[src/rtl/alu8_pkg.sv]
package alu8_pkg;
  localparam int unsigned ALU_W  = 8;
  localparam int unsigned HALF_W = 4;
  localparam int unsigned CARRY_BIT = 4;

  typedef enum logic [2:0] {
    OP_ADD = 3'd0,
    OP_ADC = 3'd1,
    OP_SUB = 3'd2,
    OP_SBC = 3'd3,
    OP_AND = 3'd4,
    OP_XOR = 3'd5,
    OP_OR  = 3'd6,
    OP_CMP = 3'd7
  } alu_op_e;

  typedef enum logic [1:0] {
    LG_AND = 2'd0,
    LG_XOR = 2'd1,
    LG_OR  = 2'd2
  } logic_fn_e;

  typedef struct packed {
    logic      use_arith;
    logic      sub_mode;
    logic      use_cin;
    logic      write_res;
    logic_fn_e lfn;
  } alu_ctrl_t;
endpackage

[src/rtl/alu8_op_decode.sv]
module alu8_op_decode
  import alu8_pkg::*;
(
  input  logic [2:0] op_sel_i,
  output alu_ctrl_t  ctrl_o
);
  alu_op_e op;
  assign op = alu_op_e'(op_sel_i);

  always_comb begin
    ctrl_o.use_arith = ~op_sel_i[2] | (op == OP_CMP);
    ctrl_o.sub_mode  = (op == OP_SUB) | (op == OP_SBC) | (op == OP_CMP);
    ctrl_o.use_cin   = (op == OP_ADC) | (op == OP_SBC);
    ctrl_o.write_res = (op != OP_CMP);
    unique case (op)
      OP_XOR:  ctrl_o.lfn = LG_XOR;
      OP_OR:   ctrl_o.lfn = LG_OR;
      default: ctrl_o.lfn = LG_AND;
    endcase
  end

  always_comb begin
    if (op == OP_CMP)
      assert_cmp_no_write_R9: assert (!ctrl_o.write_res && ctrl_o.sub_mode && !ctrl_o.use_cin);
    if (op_sel_i[2] && op != OP_CMP)
      assert_logic_route_R1: assert (!ctrl_o.use_arith && !ctrl_o.sub_mode);
  end
endmodule

[src/rtl/alu8_arith.sv]
module alu8_arith #(
  parameter int unsigned DATA_W = alu8_pkg::ALU_W,
  parameter int unsigned HALF_W = alu8_pkg::HALF_W
) (
  input  logic [DATA_W-1:0] a_i,
  input  logic [DATA_W-1:0] b_i,
  input  logic              cin_i,
  input  logic              sub_i,
  input  logic              use_cin_i,
  output logic [DATA_W-1:0] res_o,
  output logic              zero_o,
  output logic              half_o,
  output logic              carry_o
);
  localparam int unsigned FULL_W = DATA_W + 1;
  localparam int unsigned LOW_W  = HALF_W + 1;

  function automatic logic [FULL_W-1:0] wide_sum(input logic [DATA_W-1:0] x,
                                                 input logic [DATA_W-1:0] y,
                                                 input logic ci);
    return {1'b0, x} + {1'b0, y} + {{DATA_W{1'b0}}, ci};
  endfunction

  function automatic logic [LOW_W-1:0] low_sum(input logic [HALF_W-1:0] x,
                                               input logic [HALF_W-1:0] y,
                                               input logic ci);
    return {1'b0, x} + {1'b0, y} + {{HALF_W{1'b0}}, ci};
  endfunction

  logic [DATA_W-1:0] b_eff;
  logic              ci_raw, ci_eff;
  logic [FULL_W-1:0] full;
  logic [LOW_W-1:0]  low;

  assign b_eff  = sub_i ? ~b_i : b_i;
  assign ci_raw = use_cin_i & cin_i;
  assign ci_eff = sub_i ? ~ci_raw : ci_raw;
  assign full   = wide_sum(a_i, b_eff, ci_eff);
  assign low    = low_sum(a_i[HALF_W-1:0], b_eff[HALF_W-1:0], ci_eff);

  assign res_o   = full[DATA_W-1:0];
  assign zero_o  = (full[DATA_W-1:0] == '0);
  assign carry_o = full[DATA_W] ^ sub_i;
  assign half_o  = low[HALF_W] ^ sub_i;

  always_comb begin
    if (sub_i && !use_cin_i)
      assert_sub_borrow_R4: assert (carry_o == (a_i < b_i));
    if (!sub_i && !use_cin_i)
      assert_add_overflow_R2: assert (carry_o == (res_o < a_i));
    if (sub_i && use_cin_i && cin_i && a_i == b_i)
      assert_sbc_equal_R5: assert (carry_o && half_o && res_o == '1);
  end
endmodule

[src/rtl/alu8_logic.sv]
module alu8_logic
  import alu8_pkg::*;
#(
  parameter int unsigned DATA_W = alu8_pkg::ALU_W
) (
  input  logic [DATA_W-1:0] a_i,
  input  logic [DATA_W-1:0] b_i,
  input  logic_fn_e         fn_i,
  output logic [DATA_W-1:0] res_o,
  output logic              zero_o,
  output logic              half_o
);
  always_comb begin
    unique case (fn_i)
      LG_XOR:  res_o = a_i ^ b_i;
      LG_OR:   res_o = a_i | b_i;
      default: res_o = a_i & b_i;
    endcase
  end

  assign zero_o = ~|res_o;
  assign half_o = (fn_i == LG_AND);

  always_comb begin
    if (fn_i == LG_OR)
      assert_or_cover_R7: assert ((res_o & a_i) == a_i);
  end
endmodule

[src/rtl/alu8_acc_unit.sv]
module alu8_acc_unit
  import alu8_pkg::*;
#(
  parameter int unsigned DATA_W = alu8_pkg::ALU_W,
  parameter int unsigned HALF_W = alu8_pkg::HALF_W
) (
  input  logic [DATA_W-1:0] acc_i,
  input  logic [DATA_W-1:0] opnd_i,
  input  logic [7:0]        flags_i,
  input  logic [2:0]        op_sel_i,
  output logic [DATA_W-1:0] res_o,
  output logic              res_we_o,
  output logic [3:0]        flags_o
);
  alu_ctrl_t         ctrl;
  logic [DATA_W-1:0] ar_res, lg_res;
  logic              ar_zero, ar_half, ar_carry;
  logic              lg_zero, lg_half;
  logic              carry_in;
  logic              unused_flag_bits;

  assign carry_in         = flags_i[CARRY_BIT];
  assign unused_flag_bits = ^{flags_i[7:CARRY_BIT+1], flags_i[CARRY_BIT-1:0]};

  alu8_op_decode u_dec (
    .op_sel_i (op_sel_i),
    .ctrl_o   (ctrl)
  );

  alu8_arith #(.DATA_W(DATA_W), .HALF_W(HALF_W)) u_arith (
    .a_i       (acc_i),
    .b_i       (opnd_i),
    .cin_i     (carry_in),
    .sub_i     (ctrl.sub_mode),
    .use_cin_i (ctrl.use_cin),
    .res_o     (ar_res),
    .zero_o    (ar_zero),
    .half_o    (ar_half),
    .carry_o   (ar_carry)
  );

  alu8_logic #(.DATA_W(DATA_W)) u_logic (
    .a_i    (acc_i),
    .b_i    (opnd_i),
    .fn_i   (ctrl.lfn),
    .res_o  (lg_res),
    .zero_o (lg_zero),
    .half_o (lg_half)
  );

  logic zf, nf, hf, cf;
  always_comb begin
    if (ctrl.use_arith) begin
      zf = ar_zero;
      hf = ar_half;
      cf = ar_carry;
    end else begin
      zf = lg_zero;
      hf = lg_half;
      cf = 1'b0;
    end
    nf = ctrl.sub_mode;
  end

  assign res_we_o = ctrl.write_res;
  assign res_o    = !ctrl.write_res ? acc_i : (ctrl.use_arith ? ar_res : lg_res);
  assign flags_o  = {zf, nf, hf, cf};

  always_comb begin
    if (res_we_o)
      assert_zero_match_R8: assert (flags_o[3] == (res_o == '0));
    if (!res_we_o)
      assert_cmp_keep_acc_R9: assert (res_o == acc_i && flags_o[2]);
    if (op_sel_i == 3'd4)
      assert_and_flags_R6: assert (flags_o[2:0] == 3'b010);
    if (op_sel_i == 3'd5 || op_sel_i == 3'd6)
      assert_xor_or_flags_R7: assert (flags_o[2:0] == 3'b000);
    if (op_sel_i == 3'd0 || op_sel_i == 3'd1)
      assert_add_clears_sub_R2: assert (!flags_o[2] && res_we_o);
  end
endmodule

[config.mk]
export PLATFORM = sky130hd
export DESIGN_NAME = alu8_acc_unit
export DESIGN_NICKNAME = d
export VERILOG_FILES = /design/src/rtl/alu8_pkg.sv /design/src/rtl/alu8_op_decode.sv /design/src/rtl/alu8_arith.sv /design/src/rtl/alu8_logic.sv /design/src/rtl/alu8_acc_unit.sv
export SDC_FILE = /design/constraint.sdc
export NUM_CORES = 1
export LEC_CHECK = 0
export ABC_AREA = 1
export BUFFER_PORTS_ARGS = -buffer_cell sky130_fd_sc_hd__buf_4
export CORE_MARGIN = 2
export CORE_UTILIZATION = 53
export DETAILED_ROUTE_END_ITERATION = 6
export PLACE_DENSITY_LB_ADDON = 0.08
export SLEW_MARGIN = 20
export SYNTH_ARGS = -nofsm -noshare
export SYNTH_HDL_FRONTEND = slang
export SYNTH_SLANG_ARGS = --single-unit
[constraint.sdc]
create_clock -name vclk -period 4.4
set_input_delay 0.66 -clock vclk [all_inputs]
set_output_delay 0.66 -clock vclk [all_outputs]
set_load 0.05 [all_outputs]
### Yosys cells after proc, flatten, opt, wreduce, memory -nomap -nowiden

Cells that the tools add are included.

| cells by class | value |
|---|---|
| add/sub/neg operators | 4 |
| bitwise operators | 13 |
| eq/ne operators | 9 |
| muxes and demuxes | 9 |
| reductions and logical operators | 4 |

Operator list:

| kind | number |
|---|---|
| two-way mux 8 bit | 3 |
| case mux 8 bit (2 select lines) | 1 |
| adder 8 x 8 -> 9 bit | 1 |
| adder 9 x 1 -> 9 bit | 1 |
| == test 3 bit, second input constant | 3 |
| bitwise AND 8 bit | 1 |
| logical NOT 8 bit | 1 |
| inverter 8 bit | 1 |
| OR 8 bit | 1 |
| OR reduction 8 bit | 1 |
| bitwise XOR 8 bit | 1 |
| == test 3 x 2 -> 1 bit, second input constant | 2 |
| adder 4 x 4 -> 5 bit | 1 |
| adder 5 x 1 -> 5 bit | 1 |
| two-way mux 1 bit | 4 |
| OR 1 bit | 4 |
| case mux 2 bit (2 select lines) | 1 |
| == test 3 x 1 -> 1 bit, second input constant | 1 |
| != test 3 bit, second input constant | 1 |
| == test 2 x 1 -> 1 bit, second input constant | 1 |
| == test 2 bit, second input constant | 1 |
| logical NOT 2 bit | 1 |
| inverter 1 bit | 2 |
| bitwise XOR 1 bit | 2 |
| other kinds (2) | 2 |

| storage, ports and cells | value |
|---|---|
| bits of input ports | 27 |
| logic and storage cells | 39 |
| flip-flop bits (word level) | 0 |
| output and inout port bits | 13 |

### Depth between registers and ports, before layout

Gate-level depths: netlist of the first run.

| logic depth | value |
|---|---|
| depth in word-level cells | 8 |
| mapped depth | 18 |
| depth with buffers taken out | 16 |

### By module

From an unflattened synthesis of the first run, not the netlist that was laid out.

| unflattened totals | value |
|---|---|
| cell total of the unflattened synthesis | 295 |
| area total of the unflattened synthesis | 1604.0 µm² |

By module, submodules not included:

| module | area an instance (µm²) | instances | cells each | seq. area each (µm²) |
|---|---|---|---|---|
| alu8_arith | 650.6 | 1 | 106 | 0.0 |
| alu8_logic | 610.6 | 1 | 107 | 0.0 |
| alu8_acc_unit | 299.0 | 1 | 71 | 0.0 |
| alu8_op_decode | 43.8 | 1 | 11 | 0.0 |

### Least setup slack after synthesis of the first run

Ideal clock, no wire load.

| timing | value |
|---|---|
| kind | in2out |
| start point | input op_sel_i[2] |
| end point | output res_o[7] |
| data required time | 3.740 ns |
| arrival | 3.208 ns |
| buffers on the path | 2 |
| path slack | 0.532 ns |
| stages | 13 |
| cells stage by stage | buf_4 -> nand2_1 -> nand2_1 -> buf_6 -> xor2_1 -> fa_1 -> inv_1 -> nand3_1 -> nand2_1 -> nand2_1 -> nand3_1 -> nand2_1 -> o21ai_0 |

| between the ends | value |
|---|---|
| word-level cells in the longest chain between the ends | 8 |
| elaborated cells between the ends (all ways) | 24 |
| those cells by class | add/sub (2); eq/ne (9); mux (6); bitwise (7) |

RTL lines:

| item | RTL line | RTL |
|---|---|---|
| from (decl) | alu8_acc_unit.sv:10 | `input logic [2:0] op_sel_i,` |
| == test 3 x 2 -> 1 bit, or another cell as far along | alu8_op_decode.sv:12 | `ctrl_o.sub_mode = (op == OP_SUB) \| (op == OP_SBC) \| (op == OP_CMP);` |
| OR 1 bit (on tied branches) | alu8_op_decode.sv:12, alu8_op_decode.sv:13 |  |
| OR 1 bit / bitwise AND 1 bit (equally long branches) | alu8_op_decode.sv:12, alu8_arith.sv:36 |  |
| two-way mux 8 bit / inverter 1 bit (equally long branches) | alu8_arith.sv:35, alu8_arith.sv:37 |  |
| adder 8 x 8 -> 9 bit / two-way mux 1 bit (equally long branches) | alu8_arith.sv:21, alu8_arith.sv:37 |  |
| adder 9 x 1 -> 9 bit | alu8_arith.sv:21 | `return {1'b0, x} + {1'b0, y} + {{DATA_W{1'b0}}, ci};` |
| two-way mux 8 bit | alu8_acc_unit.sv:66 | `assign res_o = !ctrl.write_res ? acc_i : (ctrl.use_arith ? ar_res : lg_res);` |
| two-way mux 8 bit * | alu8_acc_unit.sv:66 |  |
| to (decl) | alu8_acc_unit.sv:11 | `output logic [DATA_W-1:0] res_o,` |

Mark *: on every way between the ends. The rest lies on a longest branch, timed or not.

### Worst setup path in the final report of the first run

| timing | value |
|---|---|
| start point | input op_sel_i[2] |
| end point | output flags_o[3] |

| between the ends | value |
|---|---|
| word-level cells in the longest chain between the ends | 8 |
| elaborated cells between the ends (all ways) | 25 |
| those cells by class | add/sub (2); eq/ne (8); mux (5); bitwise (7); reduce/logical (3) |

RTL lines:

| item | RTL line | RTL |
|---|---|---|
| == test 3 x 2 -> 1 bit, or another cell as far along | alu8_op_decode.sv:12 |  |
| OR 1 bit (on tied branches) | alu8_op_decode.sv:12, alu8_op_decode.sv:13 |  |
| OR 1 bit / bitwise AND 1 bit (equally long branches) | alu8_op_decode.sv:12, alu8_arith.sv:36 |  |
| two-way mux 8 bit / inverter 1 bit (equally long branches) | alu8_arith.sv:35, alu8_arith.sv:37 |  |
| adder 8 x 8 -> 9 bit / two-way mux 1 bit (equally long branches) | alu8_arith.sv:21, alu8_arith.sv:37 |  |
| adder 9 x 1 -> 9 bit | alu8_arith.sv:21 |  |
| logical NOT 8 bit | alu8_arith.sv:42 | `assign zero_o = (full[DATA_W-1:0] == '0);` |
| two-way mux 1 bit * | alu8_acc_unit.sv:53 | `if (ctrl.use_arith) begin` |
| to (decl) | alu8_acc_unit.sv:13 | `output logic [3:0] flags_o` |

Marks and branches as above.

==> metrics.md, run 1 <==
| Metric | Value |
|---|---|
| Worst-path cell chain | buf_4, nand2_1, nand2_1, xor2_1, fa_1, inv_1, fa_1, nand3b_1, nor2_1, nand3_1, nor2_1, nand3_1, nand2_1, buf_4 |
| PwrDens | 198 nW/µm² |
| Global-route wire length before repair | 5.19 mm |
| HP Class | in2out |
| Final Max Slew Viols | 0 |
| Sequential cell area | 0 µm² |
| I/O Pins | 40 |
| Met2 usage | 0.420 |
| Critical Path RT | between 3000 and 4000 ps |
| Area occupied by multi-input gates | 1060 µm² |
| Post_cts resized | 0 |
| Slowest stage delay, CP | 430 ps |
| Post-CTS Repair Setup Buffers | 0 |
| Peak VDD IR | 140 µV |
| Initial antenna violation count | 0 |
| Area growth, synth to finish | 16.5% |
| HPWL after detailed placement | 2.66 mm |
| Synthesized Nets | ~270 |
| Total routed wirelength | 3.25 mm |
| Largest net degree at the start of global routing | 15 |
| Seq cells | 0 |
| Cell with the most instances after synthesis | nand2_1 |
| Post-Syn Instances | around 220 |
| Crit path kind | in2out |
| Synthesized area | approximately 1300 µm² |
| F_max | about 0.26 GHz |
| Leak | 0.909 nW |
| DR iter-0 viols | 28 |
| DRC viols | 0 |
| Sequential area share after synthesis | 0 |
| Worst setup SP type | input port |
| Hold Path Origin | acc_i[5] |
| Outcome | complete, no violations |
| Nets | 299 |
| Post-synth top cells | nand2_1, inv_1, ha_1 |
| RSZ-0062 raised after global routing | false |
| Routability congestion estimate | 0.907 |
| Cts hold-fix bufs | 0 |
| Worst Path Arrival | 3160 ps |
| Routed Antenna Nets | 0 |
| Vias in the first global route | between 1,000 and 1,500 |
| CORE AREA | 2250 µm² |
| Avg Vias per Cell | 5.22 |
| # clk buffers | 0 |
| Worst slew margin | 0.723 |
| Largest area contributor in the netlist | ha_1 |
| Hold Crit Endpoint | res_o[5] |
| Setup TNS | 0 ps |
| Crit path max fanout | 9 |
| Minimum hold slack | 1770 ps |
| Fillers | just over 200 |
| Slowest cell on crit path | fa_1 |
| Worst path most repeated cell | nand2_1 |
| Met1 Usage GRT | 0.333 |
| Final setup violation count | 0 |
| Die area | 2850 µm² |
| Initial Util | 0.573 |
| Post-layout min period | 3820 ps |
| M3 GR Usage | 0.00282 |
| Max cap viols | 0 |
| Post-synth cell types | 23 |
| GRT overflow | 0 |
| Dominant cells by area after synthesis | ha_1, nand2_1, inv_1, nand3_1, xor2_1 |
| Top cell type's share of synthesized area | 0.262 |
| Die height | 53.4 µm |
| Hold Crit Depth | 4 |
| FP Rows | 17 |
| Worst-Margin Slew | around 410 ps |
| Die X | 53.4 µm |
| IO Port Bufs | 33 |
| Ys Warns | 0 |
| Antenna Cells | 0 |
| GR Util All Layers | 0.238 |
| Synth Area per Inst | 5.95 µm² |
| TritonRoute pass-1 iters | 4 |
| Final hold vios | 0 |
| Worst setup EP type | primary output |
| Total number of vias | between 1,000 and 1,500 |
| Global route hottest layer | met2 |
| Final Cycle Share | 0.868 |
| Layout cells sized above 1 | 0.166 |
| Wire per inst | 12.1 µm |
-- power by group --
group | internal [mW] | total, mW | switching [mW]
Combinational | 0.102 | 0.298 | 0.195
Clock | 0 | 0 | 0
Sequential | 0 | 0 | 0
-- logic make-up after synthesis --
| family | Yosys count | share of synthesized area |
|---|---|---|
| and+or+nand+nor | 92 | 0.304 |
| buffers and inverters | 51 | 0.179 |
| AOI/OAI and AO/OA | 32 | 0.133 |
| adders and majority gates | 29 | 0.293 |
| xor gates and xnor gates | 10 | 0.0678 |
| muxes | 3 | 0.0233 |
-- worst max-delay path: cells and delay by family --
family	cells	cell delay (ps)
buf+inv	3	450
simple gates	8	960
xor+xnor	1	260
fa+ha+maj	2	860
-- area by class of cell --
cell class         instances  area share
repair buffers            34       0.170
multi-input cells        166       0.705
well taps                 28      0.0233
inverters                 41       0.102
-- routing by layer --
metal / wire length (µm) / vias to the layer above
met5: 0 / -
met4: 0 / 0
met3: 166 / 0
met2: 1560 / 38
met1: 1520 / 631
li1: - / 736
-- layout by cell type, fill, tap and decap left out, drive strengths merged, types with 3 or more instances in the layout --
cell	count
nand2	56
inv	41
buf	34
ha	27
nand3	23
o21ai	18
xor2	9
a21oi	9
nor2	9
o211ai	4
mux2i	3
-- worst max path at each step --
stage,startpoint,endpoint,slack (ps),cells after the start
after floorplan,op_sel_i[2],res_o[7],530,13
after global placement,op_sel_i[2],flags_o[3],640,14
after detailed placement,op_sel_i[2],flags_o[3],570,14
after CTS,op_sel_i[2],flags_o[3],560,14
after global routing,op_sel_i[0],flags_o[3],410,15
final,op_sel_i[2],flags_o[3],580,14
-- per-stage QoR --
| step | std cells | setup slack [ps] | utilization | power [mW] | area [µm²] |
|---|---|---|---|---|---|
| finish | 269 | 580 | 0.667 | 0.298 | 1500 |
| detailed placement | 269 | 572 | 0.667 | 0.295 | 1500 |
| global route | 269 | 406 | 0.667 | 0.326 | 1500 |
| global placement | 269 | 645 | 0.667 | 0.289 | 1500 |
| CTS | 269 | 565 | 0.667 | 0.297 | 1500 |
| floorplan | 217 | 532 | - | 0.223 | 1290 |
Power figures use the tool's default switching activity.
==> run 2: changes to the inputs <==
Settings changed: ABC_AREA 1 to not set.
==> metrics.md, run 2 <==
| Metric | Value |
|---|---|
| # clk buffers | 0 (unchanged) |
| Die area | 2770 µm² (-2.7%) |
| Hold Crit Endpoint | res_o[5] |
| Critical Path RT | 3740 ps (about the same) |
| Dominant cells by area after synthesis | ha_1, xnor2_1, inv_1, nand2_1, a21oi_1 |
| Total placed cells including tap cells | 227 (-16%) |
| Area growth, synth to finish | 19.2% |
| Worst setup EP type | primary output |
| Avg Vias per Cell | 5.34 (+2.2%) |
| CORE AREA | 2230 µm² (-0.94%) |
| Largest area contributor in the netlist | ha_1 |
| Synthesized Nets | 230 (-16%) |
| Initial antenna violation count | 0 (unchanged) |
| Synthesized area | 1250 µm² (-2.9%) |
| Crit path max fanout | 12 (+3) |
| Hold Crit Depth | 4 (unchanged) |
| RSZ-0062 raised after global routing | false |
| HPWL after detailed placement | 2.54 mm (-4.8%) |
| Cell with the most instances after synthesis | ha_1 |
| Final setup violation count | 0 (unchanged) |
| Total routed wirelength | 3.06 mm (-6.1%) |
| GRT overflow | 0 (unchanged) |
| Cts hold-fix bufs | 0 (unchanged) |
| Post-synth top cells | ha_1, inv_1, nand2_1 |
| Fin cells | 227 (-16%) |
| Crit path launch | op_sel_i[2] |
| Reg power frac | 0 (unchanged) |
| Antenna Cells | 0 (unchanged) |
| Setup TNS | 0 ps (unchanged) |
| Max cap viols | 0 (unchanged) |
| Synth Area per Inst | 7.21 µm² (+21%) |
| F_max | 0.245 GHz (-6.5%) |
| Wire per inst | 13.5 µm (+11%) |
| Sequential cell area | 0 µm² (unchanged) |
| Int Pwr | 117 µW (+14%) |
| Vias in the first global route | 1,135 (-9.1%) |
| Final Cycle Share | 0.929 (+0.0607) |
| IO Port Bufs | 33 (unchanged) |
| Sequential area share after synthesis | 0 (unchanged) |
| GR Util All Layers | 0.237 (-0.000841) |
| Routability congestion estimate | 0.863 (-4.8%) |
| Peak VDD IR | 129 µV (-8.2%) |
| Leak | 0.764 nW (-16%) |
| Worst Path Arrival | 3430 ps (+270 ps) |
| Comb pwr share | 1.000 (about the same) |
| Placed Instance Area | 1490 µm² (-0.67%) |
| Global-route wire length before repair | 5.06 mm (-2.5%) |
| Slowest stage delay, CP | 530 ps (+100 ps) |
| Switching share of power | 0.611 (-0.0457) |
| Post-CTS Repair Setup Buffers | 0 (unchanged) |
| Nets | 257 (-14%) |
| Clock power frac | 0 (unchanged) |
| DR iter-0 viols | 35 (+25%) |
| Post_cts resized | 0 (unchanged) |
| DRC viols | 0 (unchanged) |
| Final hold vios | 0 (unchanged) |
| Most frequent cells in the layout | buf_4, ha_1, inv_1 |
| Ys Warns | 0 (unchanged) |
| Net Sw Power | 183 µW (-6.1%) |
| Die X | 52.6 µm (-1.4%) |
| Post-synth cell types | 46 (+100%) |
| Worst setup SP type | input port |
| Crit path kind | in2out |
| Total power | 300 µW (+0.88%) |
| Largest net degree at the start of global routing | 13 (-2) |
| Initial Util | 0.561 (-0.0114) |
| Hold Path Origin | acc_i[5] |
| Layout cells sized above 1 | 0.221 (+0.0551) |
| Worst slew margin | 0.729 (+0.00556) |
| Total number of vias | 1,212 (-14%) |
| Final Max Slew Viols | 0 (unchanged) |
| Design area | 1490 µm² (-0.67%) |
| Top cell type's share of synthesized area | 0.269 (+0.00783) |
| Commonest non-fill, non-tap cell in the layout | buf_4 |
| Seq cells | 0 (unchanged) |
| Post-Syn Instances | 174 (-20%) |
| Worst-path cell chain | buf_4, clkinv_1, buf_4, nor3b_1, ha_1, clkinv_2, a31oi_1, or4_1, or4b_1, o41ai_1, buf_4 |
| I/O Pins | 40 (unchanged) |
| FP Rows | 17 (unchanged) |
| Outcome | complete, no violations |
| Slowest cell on crit path | or4_1 |
| Worst path most repeated cell | buf_4 |
| Finished Core Util | 0.669 (+0.00187) |
| PwrDens | 201 nW/µm² (+1.6%) |
| Routed Antenna Nets | 0 (unchanged) |
| HP Class | in2out |
| Worst-Margin Slew | 407 ps (-7.34 ps) |
| TritonRoute pass-1 iters | 4 (unchanged) |
| Die height | 52.6 µm (-1.4%) |
| Post-layout min period | 4090 ps (+267 ps) |
==> run 2: changes by cell type after synthesis, sizes merged, moves of 4 or more <==
| cell | delta |
|---|---|
| nor2b | +5 |
| o21ai | -11 |
| nand3 | -22 |
| or2b | +6 |
| inv | -18 |
| o211ai | -4 |
| xor2 | -8 |
| a31oi | +7 |
| xnor2 | +13 |
| nand2 | -35 |
==> run 2: how the worst max path moves through the flow <==
stage	endpoint	slack [ps]	cells after the start
after floorplan	res_o[6]	150	13
after global placement	flags_o[3]	360	11
after detailed placement	flags_o[3]	340	12
after CTS	flags_o[3]	330	12
after global routing	flags_o[3]	170	11
final	flags_o[3]	310	11
==> run 2: power groups by stage <==
stage | sequential [mW] | combinational (mW) | clock (mW)
after CTS | 0 | 0.300 | 0
final | 0 | 0.300 | 0
after global placement | 0 | 0.293 | 0
after detailed placement | 0 | 0.299 | 0
after floorplan | 0 | 0.223 | 0
after global routing | 0 | 0.326 | 0
==> run 2: layout make-up <==
class                           count  area [µm²]
Multi-Input combinational cell    139        1100
Fill cell                         217         739
Inverter                           25        95.1
Tap cell                           28        35.0
Timing Repair Buffer               35         263
==> run 2: logic make-up (layout without fill, tap and decap cells) <==
logic type      after synthesis  in the layout  share of synthesized area
compound gates               36             36                      0.190
xor+xnor                     15             15                      0.105
buf+inv                      35             60                      0.128
fa+ha+maj                    29             29                      0.301
mux                           4              4                     0.0339
simple gates                 55             55                      0.243
==> run 2: critical path: cells and delay by family <==
kind / cells / cell delay [ps]
AOI/OAI and AO/OA: 2 / 220
buffers and inverters: 5 / 820
adders and majority gates: 1 / 430
and+or+nand+nor: 3 / 1280
==> run 2: through the flow <==
step                      hold WS, ps  setup WS [ps]
final                            1710            313
after global placement           1700            363
after floorplan                  1550            148
after CTS                        1720            328
after detailed placement         1720            340
after global routing             1730            170
==> run 2: per-layer routing <==
layer	routed length [µm]	GRT usage	vias up	share of wire
met5	0	0	-	0
met4	0	0	0	0
met3	83	0	0	0.027
met2	1560	0.440	21	0.51
met1	1410	0.324	550	0.46
li1	-	-	641	-
